## src/rtl/sdram_seq_pkg.sv

```systemverilog
package sdram_seq_pkg;

  typedef enum logic [3:0] {
    CMD_NOP = 4'b0111,
    CMD_ACT = 4'b0011,
    CMD_RD  = 4'b0101,
    CMD_WR  = 4'b0100,
    CMD_PRE = 4'b0010
  } sd_cmd_e;

  typedef enum logic [1:0] {
    ST_IDLE,
    ST_CMD,
    ST_WAIT,
    ST_REFR
  } seq_state_e;

endpackage

```

## src/rtl/bank_row_table.sv

```systemverilog
module bank_row_table #(
  parameter int NBANK = 4,
  parameter int BA_W  = 2,
  parameter int ROW_W = 13
) (
  input  logic             clk,
  input  logic             rst_n,
  input  logic [BA_W-1:0]  look_ba,
  input  logic [ROW_W-1:0] look_row,
  output logic             is_open,
  output logic             is_hit,
  input  logic             open_en,
  input  logic [BA_W-1:0]  open_ba,
  input  logic [ROW_W-1:0] open_row,
  input  logic             close_en,
  input  logic [BA_W-1:0]  close_ba,
  input  logic             close_all
);

  logic [NBANK-1:0] vld;
  logic [ROW_W-1:0] rows [NBANK];

  for (genvar g = 0; g < NBANK; g++) begin : g_bank
    logic             vld_q;
    logic [ROW_W-1:0] row_q;
    logic             set_me;
    logic             clr_me;

    assign set_me = open_en && (open_ba == BA_W'(g));
    assign clr_me = close_all || (close_en && (close_ba == BA_W'(g)));

    always_ff @(posedge clk or negedge rst_n) begin
      if (!rst_n) begin
        vld_q <= 1'b0;
        row_q <= '0;
      end else begin
        if (clr_me)      vld_q <= 1'b0;
        else if (set_me) vld_q <= 1'b1;
        if (set_me)      row_q <= open_row;
      end
    end

    assign vld[g]  = vld_q;
    assign rows[g] = row_q;
  end

  assign is_open = vld[look_ba];
  assign is_hit  = is_open && (rows[look_ba] == look_row);

  // a grant closes every bank in the following cycle
  assert_all_closed_R9: assert property (@(posedge clk) disable iff (!rst_n)
    close_all |=> (vld == '0));

  // an activate leaves that bank open
  assert_open_after_act_R2: assert property (@(posedge clk) disable iff (!rst_n)
    (open_en && !close_all) |=> vld[$past(open_ba)]);

endmodule

```

## src/rtl/seq_timer.sv

```systemverilog
module seq_timer #(
  parameter int W = 2
) (
  input  logic         clk,
  input  logic         rst_n,
  input  logic         load,
  input  logic [W-1:0] load_val,
  output logic         done
);

  logic [W-1:0] cnt_q;
  logic [W-1:0] cnt_d;

  always_comb begin
    cnt_d = cnt_q;
    if (load)             cnt_d = load_val;
    else if (cnt_q != '0) cnt_d = cnt_q - 1'b1;
  end

  always_ff @(posedge clk or negedge rst_n) begin
    if (!rst_n) cnt_q <= '0;
    else        cnt_q <= cnt_d;
  end

  assign done = (cnt_q == '0);

endmodule

```

## src/rtl/rd_return_pipe.sv

```systemverilog
module rd_return_pipe #(
  parameter int CL = 2,
  parameter int DW = 32
) (
  input  logic          clk,
  input  logic          rst_n,
  input  logic          issue,
  input  logic [DW-1:0] dq_in,
  output logic          rd_valid,
  output logic [DW-1:0] rd_data
);

  logic [CL-1:0] sh_q;
  logic          cap;

  assign cap = sh_q[CL-1];

  always_ff @(posedge clk or negedge rst_n) begin
    if (!rst_n) begin
      sh_q     <= '0;
      rd_valid <= 1'b0;
      rd_data  <= '0;
    end else begin
      sh_q     <= {sh_q[CL-2:0], issue};
      rd_valid <= cap;
      if (cap) rd_data <= dq_in;
    end
  end

  // every returned beat belongs to a read issued CL+1 cycles earlier
  assert_return_slot_R8: assert property (@(posedge clk) disable iff (!rst_n)
    rd_valid |-> $past(issue, CL + 1));

endmodule

```

## src/rtl/sdram_page_seq.sv

```systemverilog
module sdram_page_seq
  import sdram_seq_pkg::*;
#(
  parameter int NBANK = 4,
  parameter int ROW_W = 13,
  parameter int COL_W = 9,
  parameter int DW    = 32,
  parameter int TRCD  = 2,
  parameter int TRP   = 2,
  parameter int CL    = 2
) (
  input  logic                               clk,
  input  logic                               rst_n,
  input  logic                               req_valid,
  input  logic                               req_write,
  input  logic [$clog2(NBANK)+ROW_W+COL_W-1:0] req_addr,
  input  logic [DW-1:0]                      req_wdata,
  input  logic [DW/8-1:0]                    req_be,
  output logic                               req_ready,
  output logic                               rd_valid,
  output logic [DW-1:0]                      rd_data,
  input  logic                               ref_req,
  output logic                               ref_gnt,
  output logic                               sd_cs_n,
  output logic                               sd_ras_n,
  output logic                               sd_cas_n,
  output logic                               sd_we_n,
  output logic [$clog2(NBANK)-1:0]           sd_ba,
  output logic [ROW_W-1:0]                   sd_a,
  output logic [DW/8-1:0]                    sd_dqm,
  output logic [DW-1:0]                      sd_dq_out,
  output logic                               sd_dq_oe,
  input  logic [DW-1:0]                      sd_dq_in
);

  localparam int BA_W  = $clog2(NBANK);
  localparam int NB    = DW / 8;
  localparam int TMAX  = (TRCD > TRP) ? TRCD : TRP;
  localparam int TW    = $clog2(TMAX + 1);
  localparam int AP_BIT = 10;

  seq_state_e st_q, st_d;
  sd_cmd_e    cmd;

  logic             rq_wr;
  logic [BA_W-1:0]  rq_ba;
  logic [ROW_W-1:0] rq_row;
  logic [COL_W-1:0] rq_col;
  logic [DW-1:0]    rq_data;
  logic [NB-1:0]    rq_be;

  logic accept;
  logic is_open, is_hit;
  logic open_en, close_en, close_all;
  logic tmr_load, tmr_done;
  logic [TW-1:0] tmr_val;
  logic rd_issue;

  assign req_ready = (st_q == ST_IDLE) && !ref_req;
  assign accept    = req_ready && req_valid;
  assign ref_gnt   = (st_q == ST_REFR);

  // next-state and command decode
  always_comb begin
    st_d      = st_q;
    cmd       = CMD_NOP;
    open_en   = 1'b0;
    close_en  = 1'b0;
    close_all = 1'b0;
    tmr_load  = 1'b0;
    tmr_val   = '0;
    rd_issue  = 1'b0;
    case (st_q)
      ST_IDLE: begin
        if (ref_req) begin
          st_d      = ST_REFR;
          close_all = 1'b1;
        end else if (req_valid) begin
          st_d = ST_CMD;
        end
      end
      ST_CMD: begin
        if (is_hit) begin
          cmd      = rq_wr ? CMD_WR : CMD_RD;
          rd_issue = !rq_wr;
          st_d     = ST_IDLE;
        end else if (is_open) begin
          cmd      = CMD_PRE;
          close_en = 1'b1;
          tmr_load = 1'b1;
          tmr_val  = TW'(TRP - 2);
          st_d     = ST_WAIT;
        end else begin
          cmd      = CMD_ACT;
          open_en  = 1'b1;
          tmr_load = 1'b1;
          tmr_val  = TW'(TRCD - 2);
          st_d     = ST_WAIT;
        end
      end
      ST_WAIT: if (tmr_done) st_d = ST_CMD;
      ST_REFR: if (!ref_req) st_d = ST_IDLE;
      default: st_d = ST_IDLE;
    endcase
  end

  always_ff @(posedge clk or negedge rst_n) begin
    if (!rst_n) st_q <= ST_IDLE;
    else        st_q <= st_d;
  end

  // request capture, enabled on acceptance
  always_ff @(posedge clk or negedge rst_n) begin
    if (!rst_n) begin
      rq_wr   <= 1'b0;
      rq_ba   <= '0;
      rq_row  <= '0;
      rq_col  <= '0;
      rq_data <= '0;
      rq_be   <= '0;
    end else if (accept) begin
      rq_wr   <= req_write;
      rq_ba   <= req_addr[BA_W+ROW_W+COL_W-1 -: BA_W];
      rq_row  <= req_addr[ROW_W+COL_W-1 -: ROW_W];
      rq_col  <= req_addr[COL_W-1:0];
      rq_data <= req_wdata;
      rq_be   <= req_be;
    end
  end

  // pin drive
  always_comb begin
    {sd_cs_n, sd_ras_n, sd_cas_n, sd_we_n} = cmd;
    sd_ba     = rq_ba;
    sd_dq_out = rq_data;
    sd_dq_oe  = (cmd == CMD_WR);
    sd_dqm    = (cmd == CMD_WR) ? ~rq_be : '0;
    case (cmd)
      CMD_ACT:        sd_a = rq_row;
      CMD_RD, CMD_WR: sd_a = {{(ROW_W-COL_W){1'b0}}, rq_col};
      default:        sd_a = '0;
    endcase
  end

  bank_row_table #(.NBANK(NBANK), .BA_W(BA_W), .ROW_W(ROW_W)) u_tbl (
    .clk(clk), .rst_n(rst_n),
    .look_ba(rq_ba), .look_row(rq_row),
    .is_open(is_open), .is_hit(is_hit),
    .open_en(open_en), .open_ba(rq_ba), .open_row(rq_row),
    .close_en(close_en), .close_ba(rq_ba),
    .close_all(close_all)
  );

  seq_timer #(.W(TW)) u_tmr (
    .clk(clk), .rst_n(rst_n),
    .load(tmr_load), .load_val(tmr_val), .done(tmr_done)
  );

  rd_return_pipe #(.CL(CL), .DW(DW)) u_rpipe (
    .clk(clk), .rst_n(rst_n),
    .issue(rd_issue), .dq_in(sd_dq_in),
    .rd_valid(rd_valid), .rd_data(rd_data)
  );

  // nothing follows a precharge in the very next slot
  assert_pre_gap_R4: assert property (@(posedge clk) disable iff (!rst_n)
    (cmd == CMD_PRE) |=> (cmd == CMD_NOP));

  // nothing follows an activate in the very next slot
  assert_act_gap_R2: assert property (@(posedge clk) disable iff (!rst_n)
    (cmd == CMD_ACT) |=> (cmd == CMD_NOP));

  // column commands never request auto precharge
  assert_no_autopre_R5: assert property (@(posedge clk) disable iff (!rst_n)
    (cmd == CMD_RD || cmd == CMD_WR) |-> !sd_a[AP_BIT]);

  // reads leave every byte unmasked
  assert_rd_mask_R7: assert property (@(posedge clk) disable iff (!rst_n)
    (cmd == CMD_RD) |-> (sd_dqm == '0 && !sd_dq_oe));

  // the bus stays quiet and closed to the host during a grant
  assert_grant_quiet_R9: assert property (@(posedge clk) disable iff (!rst_n)
    ref_gnt |-> (cmd == CMD_NOP && !req_ready));

  // refresh seen while idle is granted next cycle
  assert_ref_wins_R10: assert property (@(posedge clk) disable iff (!rst_n)
    (ref_req && st_q == ST_IDLE) |=> ref_gnt);

endmodule

```

## config.mk

```make
export PLATFORM = sky130hd
export DESIGN_NAME = sdram_page_seq
export DESIGN_NICKNAME = d
export VERILOG_FILES = /design/src/rtl/sdram_seq_pkg.sv /design/src/rtl/bank_row_table.sv /design/src/rtl/seq_timer.sv /design/src/rtl/rd_return_pipe.sv /design/src/rtl/sdram_page_seq.sv
export SDC_FILE = /design/constraint.sdc
export NUM_CORES = 1
export LEC_CHECK = 0
export ABC_AREA = 1
export BUFFER_PORTS_ARGS = -buffer_cell sky130_fd_sc_hd__clkbuf_2
export CORE_AREA = 10 10 131 133
export CTS_CLUSTER_SIZE = 12
export DETAILED_ROUTE_END_ITERATION = 12
export DIE_AREA = 0 0 141 143
export PLACE_DENSITY = 0.75
export SYNTH_ARGS = -nofsm -noshare
export SYNTH_HDL_FRONTEND = slang
export SYNTH_SLANG_ARGS = --single-unit
```

## constraint.sdc

```tcl
create_clock -name clk -period 1.6 [get_ports clk]
set_input_delay 0.08 -clock clk [delete_from_list [all_inputs] [get_ports clk]]
set_output_delay 0.08 -clock clk [all_outputs]
set_load 0.02 [all_outputs]
```

==> impl_metrics.tcl, run 1 <==
set metrics [dict create \
    synth_top_area_share_pct 57.7 \
    place_inst 1074 \
    dp_hpwl_um 12900 \
    die_x_um 141 \
    hold_start "ref_req" \
    io_buffers 186 \
    root_buffer "clkbuf_16" \
    grt_pass1_vias 6191 \
    core-area_mm2 0.0144 \
    drc 0 \
    switching_share_pct 37.3 \
    ys_seq_elements 156 \
    fmax_ghz 0.408 \
    gr-total-overflow 0 \
    synthDistinctLibCells 28 \
    status "finished, violations left" \
    layout.nets 1101 \
    areaGrowthSynthToFinish_pct 49.1 \
    violations "negative setup slack" \
    synth-seq-area-share_pct 57.7 \
    ys.flop_type "dfrtp_1" \
    crit_path_end_kind "primary output" \
    drt_iter0_markers 430 \
    grt_usage_pct 20.0 \
    p_int_uw 11600 \
    yosys_warnings 0 \
    wl_per_cell_um 16.5 \
    fill_cells 1022 \
    dr.pass1.iters 6 \
    instances_no_fill 1202 \
    synth.cell_area_mm2 0.00677 \
    syn_avg_cell_area_um2 9.86 \
    cp.arrival_ns 2.37 \
    ios 188 \
    p_comb_share_pct 40.5 \
    synth_edf_count 0 \
    rrSetupSlack_ns -0.32 \
    grt_pass1_wl_um 32500 \
    synthesis.nets 784 \
    reg2reg_from "sd_ba[0]$_DFFE_PN0P_" \
    finalClockSkew_ns 0.00609 \
    setup_viol 81 \
    p_switching_uw 6910 \
    dieHeight_um 143 \
    criticalPathCategory "flip-flop to primary output" \
    cts.path.max_buffers 2 \
    synth.area.top_cells "dfrtp_1, mux2_2, nand2_1, o21ai_0, inv_1" \
    fin_area_mm2 0.0101 \
    fp.dieArea_mm2 0.0202 \
    layout_setup_ws_ns -0.849 \
    cts_tree "done" \
    cts-buffers-inserted 17 \
    p_per_area_mw_per_mm2 1840 \
    crit_path_start_kind "flip-flop" \
    placed_area_mm2 0.00836 \
    yosys.area.top_type "dfrtp_1" \
    drv_cap 0 \
    ir_drop_mv 1.23 \
    drt_wl_total_um 19900 \
    grt_max_degree 64 \
    clk_latency_ns 0.43 \
    mostFrequentLayoutCells "nand2_1, clkbuf_2, dfrtp_1, dlygate4sd3_1, mux2_2" \
    final_util_pct 70.0 \
    async_flop_share_pct 100 \
    antenna_found_initial 2 \
    vias 5925 \
    path_clk_slew_ns 0.06 \
    crit_fanout 10 \
    gp_congestion 0.808 \
    hold_viol 0 \
    pwr-share-clk_pct 25.2 \
    hold_path.class "input pin to flip-flop" \
    fin_crit_sh_pct 153 \
    drive_gt1_share_pct 38.1 \
    cts_setup_buffers 0 \
    cp.required_ns 1.52 \
    p_leak_uw 0.00529 \
    fin_crit_ns 2.45 \
    avgViaCountPerCell 4.93 \
    clkSinkCount 156 \
    rsz0062_at_grt "yes" \
    antenna_left 0 \
    crit_start "sd_ba[0]$_DFFE_PN0P_" \
    hold_ws_ns 0.121 \
    power_frac_seq_pct 34.3 \
    slew_viol_final 0 \
    fp-row-count 44 \
    finalSetupTns_ns -32.00 \
    netlist_instances 686 \
    final_common_cell "nand2_1" \
    start_util_pct 46.9 \
    htreeDepth 4 \
]
## sequential cells by signal, indices dropped and copies added, names as in the netlist
| signal | count |
|---|---|
| u_tbl.g_bank.row_q | 52 |
| sd_dq_out | 32 |
| u_rpipe.rd_data | 32 |
| rq_row | 13 |
| rq_col | 9 |
| rq_be | 4 |
| u_tbl.g_bank.vld_q | 4 |
| sd_ba | 2 |
| st_q | 2 |
| u_rpipe.sh_q | 2 |
| u_tmr.cnt_q | 2 |
| rq_wr | 1 |
| u_rpipe.rd_valid | 1 |
## cell type report
| class | instances | area [um^2] | area share [%] |
|---|---|---|---|
| timing repair buffer | 331 | 2440 | 24.2 |
| inverter | 42 | 170 | 1.69 |
| antenna | 2 | 5.00 | 0.0496 |
| clock buffer | 19 | 453 | 4.49 |
| sequential | 156 | 3910 | 38.7 |
| multi-input combinational | 455 | 2650 | 26.3 |
| tap | 184 | 230 | 2.28 |
| clock inverter | 13 | 236 | 2.34 |
## per-stage QoR
step	worst slack, ns	power [uW]
finish	-0.849	18500
global route	-1.00	19800
CTS	-0.873	18500
detailed placement	-0.397	13400
global placement	-0.368	13200
floorplan	-0.229	10900
## worst max-delay path: stages, from the launching register on
cell	delay (ns)
dfrtp_2	0.46
buf_4	0.20
nand2_1	0.07
nand2_1	0.05
nand2_1	0.07
nand2_1	0.05
nand2_1	0.05
nand2_1	0.05
inv_1	0.06
nand3_2	0.10
nor2_4	0.23
buf_6	0.15
nand4_1	0.16
o21ai_2	0.11
clkbuf_8	0.16
## logic make-up after synthesis
group / Yosys count / share of synthesized area, %
AND/OR/NAND/NOR: 284 / 17.2
flip-flops: 156 / 57.7
AO/OA/AOI/OAI: 90 / 6.73
multiplexers: 77 / 12.8
buffers and inverters: 75 / 5.07
XOR/XNOR: 2 / 0.259
adder cells (fa/ha/maj): 1 / 0.185
other: 1 / 0.0554
## path summary, 6_finish.rpt
check                                                             to  cells after the start
max in group asynchronous       u_tbl.g_bank[3].row_q[7]$_DFFE_PN0P_                      3
min in group asynchronous                  sd_dq_out[22]$_DFFE_PN0P_                      2
worst max-delay path                                         sd_a[6]                     14
worst min register to register             u_rpipe.sh_q[1]$_DFF_PN0_                      0
worst max register to register            u_tmr.cnt_q[0]$_DFFE_PN0P_                     12
worst min-delay path               u_tbl.g_bank[3].vld_q$_DFFE_PN0P_                      6
## power groups by stage
stage,clock network [uW],registers [uW],logic [uW]
2_1_floorplan,0,6670,4210
3_3_place_gp,0,6310,6910
3_5_place_dp,0,6320,7060
4_1_cts,4720,6300,7440
5_1_grt,4900,6520,8360
6_report,4670,6350,7520
## cells in the mapped netlist, types with 5 or more instances
| cell type | count |
|---|---|
| nand2_1 | 203 |
| dfrtp_1 | 156 |
| mux2_2 | 77 |
| o21ai_0 | 38 |
| inv_1 | 37 |
| nor2_1 | 37 |
| o21ai_1 | 26 |
| a21oi_1 | 24 |
| nand3_1 | 22 |
| buf_2 | 17 |
| nand4_1 | 10 |
| clkbuf_1 | 5 |
## metal layers
layer	part of all wire, %	GRT usage, %
met1	41	23.2
met2	48	32.7
met3	8.9	8.59
met4	1.9	6.47
met5	0	0
## repair_timing
| action | in CTS | in global routing |
|---|---|---|
| resized for setup | 31 | 10 |
| pin swaps | 4 | 1 |
| endpoints found under the setup margin | 82 | 105 |
| hold buffers | 94 | 0 |
| hold endpoints to repair | 141 | 0 |
Power figures use the tool's default switching activity.
==> run 2: changes to the inputs <==
--- a/config.mk
+++ b/config.mk
@@ -9,7 +9,9 @@
 export BUFFER_PORTS_ARGS = -buffer_cell sky130_fd_sc_hd__clkbuf_2
-export CORE_AREA = 10 10 131 133
+export CELL_PAD_IN_SITES_DETAIL_PLACEMENT = 0
+export CELL_PAD_IN_SITES_GLOBAL_PLACEMENT = 1
+export CORE_AREA = 10 10 149 151
 export CTS_CLUSTER_SIZE = 12
 export DETAILED_ROUTE_END_ITERATION = 12
-export DIE_AREA = 0 0 141 143
-export PLACE_DENSITY = 0.75
+export DIE_AREA = 0 0 159 161
+export PLACE_DENSITY_LB_ADDON = 0.1
 export SYNTH_ARGS = -nofsm -noshare
==> constraint.sdc (replaced) <==
create_clock -name clk -period 1.6 [get_ports clk]
set_input_delay 0.48 -clock clk [delete_from_list [all_inputs] [get_ports clk]]
set_output_delay 0.48 -clock clk [all_outputs]
set_load 0.02 [all_outputs]
==> impl_metrics.tcl, run 2 (synthesis results as in run 1) <==
set metrics [dict create \
    start_util_pct 35.2 \
    antenna_left 0 \
    htreeDepth 4 \
    final_common_cell "nand2_1" \
    fin_crit_sh_pct 183 \
    hold_path.class "input pin to flip-flop" \
    crit_fanout 14 \
    crit_path_end_kind "primary output" \
    criticalPathCategory "flip-flop to primary output" \
    r2r_end "u_tbl.g_bank[3].vld_q$_DFFE_PN0P_" \
    regMostFlops "u_tbl.g_bank.row_q" \
    insertedDiodeCount 0 \
    whs_endpoint "sd_dq_out[14]$_DFFE_PN0P_" \
    cp.arrival_ns 2.45 \
    rrSetupSlack_ns -0.65 \
    root_buffer "clkbuf_16" \
    layout.nets 1042 \
    avgViaCountPerCell 4.61 \
    hold_start "req_wdata[14]" \
    gr-total-overflow 0 \
    reg2regPathDepth 16 \
    areaGrowthSynthToFinish_pct 46.7 \
    fp-row-count 51 \
    whs_path_depth 2 \
    io_buffers 186 \
    drive_gt1_share_pct 45.7 \
    mostFrequentLayoutCells "nand2_1, clkbuf_2, dfrtp_1, mux2_2, buf_4" \
    drt_iter0_markers 272 \
    ir_drop_mv 0.862 \
    path_clk_slew_ns 0.07 \
    crit_path_start_kind "flip-flop" \
    gp_congestion 0.767 \
    fin_crit_ns 2.93 \
    p_per_area_mw_per_mm2 1890 \
    pre_cts_ws_ns -0.968 \
    vias 5638 \
    rsz0062_at_grt "yes" \
    antenna_found_initial 0 \
    cts_tree "done" \
    dp_hpwl_um 14400 \
    grt_max_degree 44 \
    drv_cap 0 \
    finalClockSkew_ns 0.00815 \
    grt_pass1_vias 5911 \
    fmax_ghz 0.341 \
    layout_setup_ws_ns -1.33 \
    placed_area_mm2 0.00865 \
    setup_viol 141 \
    wl_per_cell_um 16.6 \
    clk_latency_ns 0.42 \
    violations "negative setup slack" \
    cts-buffers-inserted 17 \
    status "finished, violations left" \
    cts.path.max_buffers 2 \
    ios 188 \
    die_x_um 159 \
    largest_reg_flops 52 \
    core-area_mm2 0.0192 \
    grt_usage_pct 15.2 \
    dieHeight_um 161 \
    cp.required_ns 1.12 \
    drt_wl_total_um 20200 \
    slew_viol_final 0 \
    hold_viol 0 \
    fp.dieArea_mm2 0.0256 \
    fill_cells 1766 \
    reg2reg_from "sd_ba[0]$_DFFE_PN0P_" \
    dr.pass1.iters 4 \
    clkSinkCount 156 \
    grt_pass1_wl_um 31400 \
    fin_area_mm2 0.00993 \
    drc 0 \
    p_leak_uw 0.00518 \
    total_power_uw 18700 \
]
## run 2: worst max path at each step
| stage | depth (start not counted) | to | start | slack (ns) |
|---|---|---|---|---|
| final | 14 | sd_dqm[3] | sd_ba[0]$_DFFE_PN0P_ | -1.33 |
| after global routing | 14 | sd_dqm[3] | sd_ba[0]$_DFFE_PN0P_ | -1.50 |
| after CTS | 14 | sd_dqm[0] | sd_ba[0]$_DFFE_PN0P_ | -1.37 |
| after detailed placement | 12 | sd_a[8] | sd_ba[0]$_DFFE_PN0P_ | -0.97 |
| after global placement | 12 | sd_a[8] | sd_ba[0]$_DFFE_PN0P_ | -0.96 |
| after floorplan | 13 | sd_dqm[0] | sd_ba[0]$_DFFE_PN0P_ | -0.63 |
## run 2: area by class of cell
class,count,area [um^2],share of cell area [%]
inverter,42,173,1.74
tap,265,332,3.34
clock buffer,19,443,4.46
clock inverter,13,155,1.56
sequential,156,3910,39.3
timing repair buffer,271,2170,21.9
multi-input combinational,456,2750,27.7
## run 2: where the power goes
group          total [uW]  switching, uW  internal (uW)
clock                4070           1690           2380
combinational        8350           4550           3790
sequential           6320            885           5430
## run 2: critical path, stage by stage (launching register included)
cell     delay [ns]
dfrtp_2        0.48
buf_12         0.18
nand2_1        0.06
nand2_1        0.06
nand2_1        0.07
nand2_1        0.05
nand2_1        0.05
nand2_1        0.04
nor2_1         0.12
nand2_1        0.10
nor2_4         0.20
buf_12         0.14
nand4_4        0.17
nor2_4         0.17
buf_8          0.12
## run 2: metrics by stage
stage	utilization [%]	cells	TNS (ns)	hold WS (ns)
after floorplan	-	686	-23.38	0.184
after global placement	45.0	1169	-44.96	0.342
after detailed placement	45.0	1169	-45.91	0.360
after CTS	49.6	1205	-60.16	0.266
after global routing	51.7	1222	-79.06	0.261
final	51.7	1222	-63.60	0.287
## run 2: what timing repair did
item / 4_1_cts / 5_1_grt
setup buffers: 3 / 8
hold buffers: 1 / 0
cloned: 0 / 11
pin swaps: 3 / 7
resized for setup: 61 / 45
hold endpoints to repair: 24 / 0
endpoints found under the setup margin: 85 / 127
## run 2: per-layer routing
metal / global-route usage, % / part of all wire [%]
met1: 17.4 / 42
met2: 26.9 / 53
met3: 4.35 / 4.4
met4: 4.51 / 1.2
met5: 0 / 0
